File: config.mk
export PLATFORM = sky130hd
export DESIGN_NAME = rename_map_table
export DESIGN_NICKNAME = d
export VERILOG_FILES = /design/src/rtl/rmt_pkg.sv /design/src/rtl/rmt_free_list.sv /design/src/rtl/rmt_map_ram.sv /design/src/rtl/rename_map_table.sv
export SDC_FILE = /design/constraint.sdc
export NUM_CORES = 1
export LEC_CHECK = 0
export CAP_MARGIN = 15
export CORE_MARGIN = 10
export CORE_UTILIZATION = 40
export DETAILED_ROUTE_END_ITERATION = 16
export MAX_ROUTING_LAYER = met4
export REMOVE_ABC_BUFFERS = 1
export SYNTH_ARGS = -nofsm -noshare
export SYNTH_HDL_FRONTEND = slang
export SYNTH_SLANG_ARGS = --single-unit
File: constraint.sdc
create_clock -name clk -period 2.83 [get_ports clk]
set_clock_uncertainty 0.05 [all_clocks]
set_input_delay 0.4245 -clock clk [delete_from_list [all_inputs] [get_ports clk]]
set_output_delay 0.4245 -clock clk [all_outputs]
set_load 0.02 [all_outputs]
File: src/rtl/rmt_pkg.sv
package rmt_pkg;
  typedef enum logic [1:0] {
    RGN_INT  = 2'd0,
    RGN_FP   = 2'd1,
    RGN_MISC = 2'd2
  } region_e;

  function automatic region_e classify(input int idx, input int n_int, input int n_fp);
    if (idx < n_int) return RGN_INT;
    else if (idx < n_int + n_fp) return RGN_FP;
    else return RGN_MISC;
  endfunction
endpackage

File: src/rtl/rmt_free_list.sv
module rmt_free_list #(
  parameter int PW         = 6,
  parameter int CW         = 4,
  parameter int LO         = 0,
  parameter int HI         = 15,
  parameter int FIRST_FREE = 8,
  parameter bit HAS_SKIP   = 1'b0,
  parameter int SKIP_IDX   = 0
) (
  input  logic          clk,
  input  logic          rst,
  input  logic          pop,
  input  logic          push,
  input  logic [PW-1:0] push_data,
  output logic [PW-1:0] head,
  output logic [CW-1:0] count
);
  localparam int DEPTH = HI - FIRST_FREE + 1;
  localparam int IW    = (DEPTH > 1) ? $clog2(DEPTH) : 1;

  logic [PW-1:0] mem [DEPTH];
  logic [IW-1:0] rd_ptr, wr_ptr;
  logic          in_range, take;

  function automatic logic [IW-1:0] bump(input logic [IW-1:0] p);
    return (int'(p) == DEPTH - 1) ? '0 : p + 1'b1;
  endfunction

  always_comb begin
    in_range = (int'(push_data) >= LO) && (int'(push_data) <= HI);
    if (HAS_SKIP && int'(push_data) == SKIP_IDX) in_range = 1'b0;
    take = push && in_range && ((int'(count) < DEPTH) || pop);
  end

  assign head = mem[rd_ptr];

  always_ff @(posedge clk) begin
    if (rst) begin
      for (int i = 0; i < DEPTH; i++) mem[i] <= PW'(FIRST_FREE + i);
      rd_ptr <= '0;
      wr_ptr <= '0;
      count  <= CW'(DEPTH);
    end else begin
      if (take) begin
        mem[wr_ptr] <= push_data;
        wr_ptr      <= bump(wr_ptr);
      end
      if (pop) rd_ptr <= bump(rd_ptr);
      if (take && !pop)      count <= count + 1'b1;
      else if (pop && !take) count <= count - 1'b1;
    end
  end

  p_no_pop_empty_r8: assert property (@(posedge clk) disable iff (rst)
    pop |-> (count != '0));
  p_capacity_r9: assert property (@(posedge clk) disable iff (rst)
    int'(count) <= DEPTH);
  p_head_range_r4: assert property (@(posedge clk) disable iff (rst)
    (count != '0) |-> (int'(head) >= LO && int'(head) <= HI));
endmodule

File: src/rtl/rmt_map_ram.sv
module rmt_map_ram #(
  parameter int N_INT_LOG = 8,
  parameter int N_FP_LOG  = 8,
  parameter int FP_BASE   = 16,
  parameter int TW        = 4,
  parameter int PW        = 6
) (
  input  logic          clk,
  input  logic          rst,
  input  logic          we,
  input  logic [TW-1:0] wa,
  input  logic [PW-1:0] wd,
  input  logic [TW-1:0] ra0,
  output logic [PW-1:0] rd0,
  input  logic [TW-1:0] ra1,
  output logic [PW-1:0] rd1
);
  localparam int N = N_INT_LOG + N_FP_LOG;

  logic [PW-1:0] tbl [N];

  assign rd0 = (int'(ra0) < N) ? tbl[ra0] : '0;
  assign rd1 = (int'(ra1) < N) ? tbl[ra1] : '0;

  always_ff @(posedge clk) begin
    if (rst) begin
      for (int i = 0; i < N; i++)
        tbl[i] <= (i < N_INT_LOG) ? PW'(i) : PW'(FP_BASE + i - N_INT_LOG);
    end else if (we && int'(wa) < N) begin
      tbl[wa] <= wd;
    end
  end
endmodule

File: src/rtl/rename_map_table.sv
module rename_map_table
  import rmt_pkg::*;
#(
  parameter int N_INT_LOG  = 8,
  parameter int N_FP_LOG   = 8,
  parameter int N_MISC     = 4,
  parameter int N_INT_PHYS = 16,
  parameter int N_FP_PHYS  = 16,
  parameter int INT_ZERO   = 0,
  localparam int N_LOG     = N_INT_LOG + N_FP_LOG,
  localparam int N_PHYS    = N_INT_PHYS + N_FP_PHYS,
  localparam int AW        = $clog2(N_LOG + N_MISC),
  localparam int PW        = $clog2(N_PHYS + N_MISC),
  localparam int INT_DEPTH = N_INT_PHYS - N_INT_LOG,
  localparam int FP_DEPTH  = N_FP_PHYS - N_FP_LOG,
  localparam int MAXD      = (INT_DEPTH > FP_DEPTH) ? INT_DEPTH : FP_DEPTH,
  localparam int CW        = $clog2(MAXD + 1)
) (
  input  logic          clk,
  input  logic          rst,
  input  logic          rn_valid,
  input  logic [AW-1:0] rn_arch,
  output logic          rn_ready,
  output logic          rn_done,
  output logic [PW-1:0] rn_new,
  output logic [PW-1:0] rn_prev,
  input  logic [AW-1:0] lk_arch,
  output logic [PW-1:0] lk_phys,
  input  logic          se_valid,
  input  logic [AW-1:0] se_arch,
  input  logic [PW-1:0] se_phys,
  input  logic          rel_valid,
  input  logic [PW-1:0] rel_phys,
  output logic [CW-1:0] free_count
);
  localparam int TW = $clog2(N_LOG);

  region_e       rn_rgn, lk_rgn;
  logic          rn_zero, accept, int_pop, fp_pop;
  logic [CW-1:0] int_cnt, fp_cnt;
  logic [PW-1:0] int_head, fp_head, tbl_rn, tbl_lk, rn_misc, lk_misc;
  logic          tbl_we;
  logic [TW-1:0] tbl_wa;
  logic [PW-1:0] tbl_wd;

  function automatic logic [PW-1:0] misc_map(input logic [AW-1:0] a);
    return PW'(a) + PW'(N_PHYS - N_LOG);
  endfunction

  always_comb begin
    rn_rgn  = classify(int'(rn_arch), N_INT_LOG, N_FP_LOG);
    lk_rgn  = classify(int'(lk_arch), N_INT_LOG, N_FP_LOG);
    rn_zero = (rn_rgn == RGN_INT) && (int'(rn_arch) == INT_ZERO);
    rn_misc = misc_map(rn_arch);
    lk_misc = misc_map(lk_arch);
    case (rn_rgn)
      RGN_INT: rn_ready = rn_zero || (int_cnt != '0);
      RGN_FP:  rn_ready = (fp_cnt != '0);
      default: rn_ready = 1'b1;
    endcase
    if (se_valid) rn_ready = 1'b0;
    accept  = rn_valid && rn_ready;
    int_pop = accept && (rn_rgn == RGN_INT) && !rn_zero;
    fp_pop  = accept && (rn_rgn == RGN_FP);
    if (se_valid) begin
      tbl_we = (int'(se_arch) < N_LOG);
      tbl_wa = TW'(se_arch);
      tbl_wd = se_phys;
    end else begin
      tbl_we = int_pop || fp_pop;
      tbl_wa = TW'(rn_arch);
      tbl_wd = int_pop ? int_head : fp_head;
    end
    lk_phys    = (lk_rgn == RGN_MISC) ? lk_misc : tbl_lk;
    free_count = (int_cnt < fp_cnt) ? int_cnt : fp_cnt;
  end

  rmt_map_ram #(
    .N_INT_LOG(N_INT_LOG), .N_FP_LOG(N_FP_LOG), .FP_BASE(N_INT_PHYS),
    .TW(TW), .PW(PW)
  ) u_map (
    .clk(clk), .rst(rst), .we(tbl_we), .wa(tbl_wa), .wd(tbl_wd),
    .ra0(TW'(rn_arch)), .rd0(tbl_rn), .ra1(TW'(lk_arch)), .rd1(tbl_lk)
  );

  rmt_free_list #(
    .PW(PW), .CW(CW), .LO(0), .HI(N_INT_PHYS - 1), .FIRST_FREE(N_INT_LOG),
    .HAS_SKIP(1'b1), .SKIP_IDX(INT_ZERO)
  ) u_int_fl (
    .clk(clk), .rst(rst), .pop(int_pop), .push(rel_valid), .push_data(rel_phys),
    .head(int_head), .count(int_cnt)
  );

  rmt_free_list #(
    .PW(PW), .CW(CW), .LO(N_INT_PHYS), .HI(N_PHYS - 1),
    .FIRST_FREE(N_INT_PHYS + N_FP_LOG), .HAS_SKIP(1'b0), .SKIP_IDX(0)
  ) u_fp_fl (
    .clk(clk), .rst(rst), .pop(fp_pop), .push(rel_valid), .push_data(rel_phys),
    .head(fp_head), .count(fp_cnt)
  );

  always_ff @(posedge clk) begin
    if (rst) begin
      rn_done <= 1'b0;
      rn_new  <= '0;
      rn_prev <= '0;
    end else begin
      rn_done <= accept;
      if (accept) begin
        case (rn_rgn)
          RGN_INT: begin
            rn_new  <= rn_zero ? PW'(INT_ZERO) : int_head;
            rn_prev <= rn_zero ? PW'(INT_ZERO) : tbl_rn;
          end
          RGN_FP: begin
            rn_new  <= fp_head;
            rn_prev <= tbl_rn;
          end
          default: begin
            rn_new  <= rn_misc;
            rn_prev <= rn_misc;
          end
        endcase
      end
    end
  end

  p_zero_pair_r3: assert property (@(posedge clk) disable iff (rst)
    (accept && rn_zero) |=> (rn_new == PW'(INT_ZERO) && rn_prev == PW'(INT_ZERO)));
  p_misc_pair_r5: assert property (@(posedge clk) disable iff (rst)
    (accept && rn_rgn == RGN_MISC) |=> (rn_new == rn_prev && int'(rn_new) >= N_PHYS));
  p_fp_range_r4: assert property (@(posedge clk) disable iff (rst)
    (accept && rn_rgn == RGN_FP) |=> (int'(rn_new) >= N_INT_PHYS && int'(rn_new) < N_PHYS));
  p_done_pulse_r12: assert property (@(posedge clk) disable iff (rst)
    (rn_valid && rn_ready) |=> rn_done);
  p_done_idle_r12: assert property (@(posedge clk) disable iff (rst)
    !(rn_valid && rn_ready) |=> !rn_done);
  p_recovery_first_r11: assert property (@(posedge clk) disable iff (rst)
    se_valid |-> !(int_pop || fp_pop));
endmodule

==> results.md <==
* Largest cells by area after synthesis: edfxtp_1, mux4_2, dfxtp_1
* Clock Latency Late Sink at 0.54 ns
* GRT Total Usage at 18.7%
* Top-area cell type share of the netlist area at 48.9%
* Vias in the first global route at 8520
* Core ar. at 28900 µm²
* Net count, final at 1174
* Pin count of the biggest net entering global routing at 36
* Arrival @ worst endpoint at 2.32 ns
* GRT Max-Usage Layer: met2
* Syn Area/Cell at 13.2 µm²
* Hold_buf cts at 0
* Peak supply drop at 346 µV
* Post-synth EDFFs at 192
* Combinational power share at 12.1%
* Most frequent cell after synthesis: edfxtp_1
* Most frequent cells after synthesis: edfxtp_1, nor2_1, nand2_1
* TritonCTS buffer count at 28
* Final Hold Viols at 0
* Synthesized area at 11800 µm²
* Flop pwr share at 46.4%
* Max-Slew Margin vs Limit at 45.7%
* Slew @ Worst Pin at 0.806 ns
* Clk pwr share at 41.5%
* Kind of critical path: reg -> out
* WHS at 0.417 ns
* Setup violators final at 0
* Routed vias at 8358
* First-pass GRT wire length at 51000 µm
* First-iteration detailed-routing DRC count at 727
* Count of cell types in the netlist at 72
* Post-DRT Antenna Nets at 0
* Largest area contributor in the netlist: edfxtp_1
* Total wire length at 33500 µm
* CP Max Fanout at 2
* DP Wirelength at 25400 µm
* CTS tree: yes
* Status: finished clean
* # H-tree levels at 1
* Initial core utilization at 40.9%
* CP Launch Type: register
* Synthesized netlist cell count at 891
* Dpl ws at -0.332 ns
* Die Footprint at 36700 µm²
* Vias per cell at 5.47
* Max-Cap Viols at 0
* Global Route met3 Usage at 3.26%
* Final Max Slew Viols at 0
* Final worst slack at 0.0322 ns
* RSZ-0062 raised after global routing: no
* Gr ovfl total at 0
* GPL Wtd Cong at 0.945
* Die W at 192 µm
* #FFs+latches synth at 231
* Tcrit/Tclk final at 98.9%
* DRC viols at 0
* Pre-Repair DR Iteration Count at 5
* GR Util met2 at 30.7%
* Share of layout cells above drive strength 1 at 31.0%
* Die H at 192 µm
* Rows at 62
* Area growth syn-to-layout at 26.9%
* Root Driver: clkbuf_16
* Asr flop ratio synth at 0%
* Fin crit period at 2.80 ns
* Pwr per Cell Area at 556 nW/µm²
* IO Count at 56
* Crit. End Element: primary output
* Reg2reg setup slack at 0.21 ns
* Internal Power at 6.35 mW
* Met1 GRT Util at 23.5%
* Initial antenna violation count at 0
* Min-Delay Path Depth at 2
* Synth Flop Type: edfxtp_1
* Leakage at 5.23 nW
* Clock transition at path regs at 0.06 ns
* FMAX at 357 MHz
* Seq/Total Area, Yosys at 55.5%
* Final setup TNS at 0 ns
* Clk sinks at 231
* Switching part of the total at 23.7%
* Worst Reg-to-Reg Cells at 12
* Psw at 1.97 mW
* I/O Buffers at 55
* Max clock buf depth at 3
* Critical path required time at 2.36 ns
* Mean routed wirelength per cell at 21.9 µm
* Synth Warn # at 0
* Worst min path class: reg -> reg
* Number of diodes at 0
[power by group through the flow]
| stage | logic [mW] | clock network, mW | registers (mW) |
|---|---|---|---|
| floorplan | 0.444 | 0 | 3.91 |
| global placement | 1.00 | 0 | 3.92 |
| detailed placement | 1.01 | 0 | 3.92 |
| CTS | 1.01 | 3.51 | 3.85 |
| global route | 1.08 | 3.67 | 3.86 |
| finish | 1.01 | 3.45 | 3.86 |
[path summary, 6_finish.rpt]
check	startpoint	end
worst min-delay path	rn_prev[1]	rn_prev[1]
worst max register to register	u_int_fl.count[1]	u_int_fl.count[3]
worst min register to register	rn_prev[1]	rn_prev[1]
worst max-delay path	u_map.tbl[6][5]	lk_phys[5]
[cell usage in the layout, fill, tap and decap left out, drive strengths merged, types with 3 or more instances in the layout]
cell type	Yosys	final
nor2	85	85
dfxtp	39	39
mux2	12	12
edfxtp	192	192
nor2b	8	8
a21o	5	5
mux2i	27	27
xor2	3	3
and2	13	13
clkbuf	19	44
ha	17	17
and3	5	5
or4	3	3
or3	6	6
clkdlybuf4s50	0	41
conb	2	32
a32o	4	4
o221a	3	3
a21oi	22	22
o21ai	32	32
nand3	38	38
a221oi	3	3
buf	41	187
nor4	6	6
mux4	71	71
a2111oi	4	4
xnor2	3	3
nand2	71	71
nor3	44	44
nand2b	17	17
nor3b	3	3
clkinv	1	8
or2	18	18
nand4	19	19
o31ai	4	4
a211oi	6	6
inv	19	19
[cell type report]
class                   instances  area, µm²
inverters                      20       75.1
well taps                     384        480
repair buffers                232       1970
clock inverters                 9       71.3
fillers                      2516      13900
flip-flops and latches        231       6550
clock buffers                  43        828
multi-input cells             610       4990
[worst max-delay path, stage by stage, from the launching register on]
cell	delay [ns]
edfxtp_1	0.47
mux4_2	0.50
mux4_2	0.46
or2_4	0.24
buf_6	0.13
[routing by layer]
layer  vias to the layer above  routed length [µm]
li1                       3871                   -
met3                        50                2300
met2                       282               16600
met5                         -                   0
met1                      4155               13800
met4                         0                 771
[kinds of logic after synthesis]
family	synth area share (%)
simple gates	15.0
xor+xnor	0.446
mux	17.2
flops	55.5
compound gates	6.40
fa+ha+maj	2.14
buf+inv	3.29
other cells	0.0637
[sequential cells by signal, summed over array words and instances, names as in the netlist, named ones only]
signal	flops
u_int_fl.mem	48
u_int_fl.count	4
u_int_fl.rd_ptr	3
u_fp_fl.count	4
u_fp_fl.rd_ptr	3
u_fp_fl.wr_ptr	3
rn_new	6
rn_done	1
u_fp_fl.mem	48
rn_prev	6
u_map.tbl	96
u_int_fl.wr_ptr	3
[through the flow]
stage	area [µm²]	total power, mW	std cells	utilization [%]
finish	15000	8.31	1529	51.9
global route	15000	8.61	1529	51.9
CTS	15000	8.38	1528	51.8
detailed placement	14100	4.93	1476	48.7
global placement	14100	4.92	1476	48.7
floorplan	11600	4.35	861	-
[timing repair]
action                     4_1_cts  5_1_grt
gates resized for setup         33       14
hold endpoints to repair         0        0
setup buffers                    0        1
pin swaps                        0        2
setup endpoints to repair       10       22
Power figures use the tool's default switching activity.
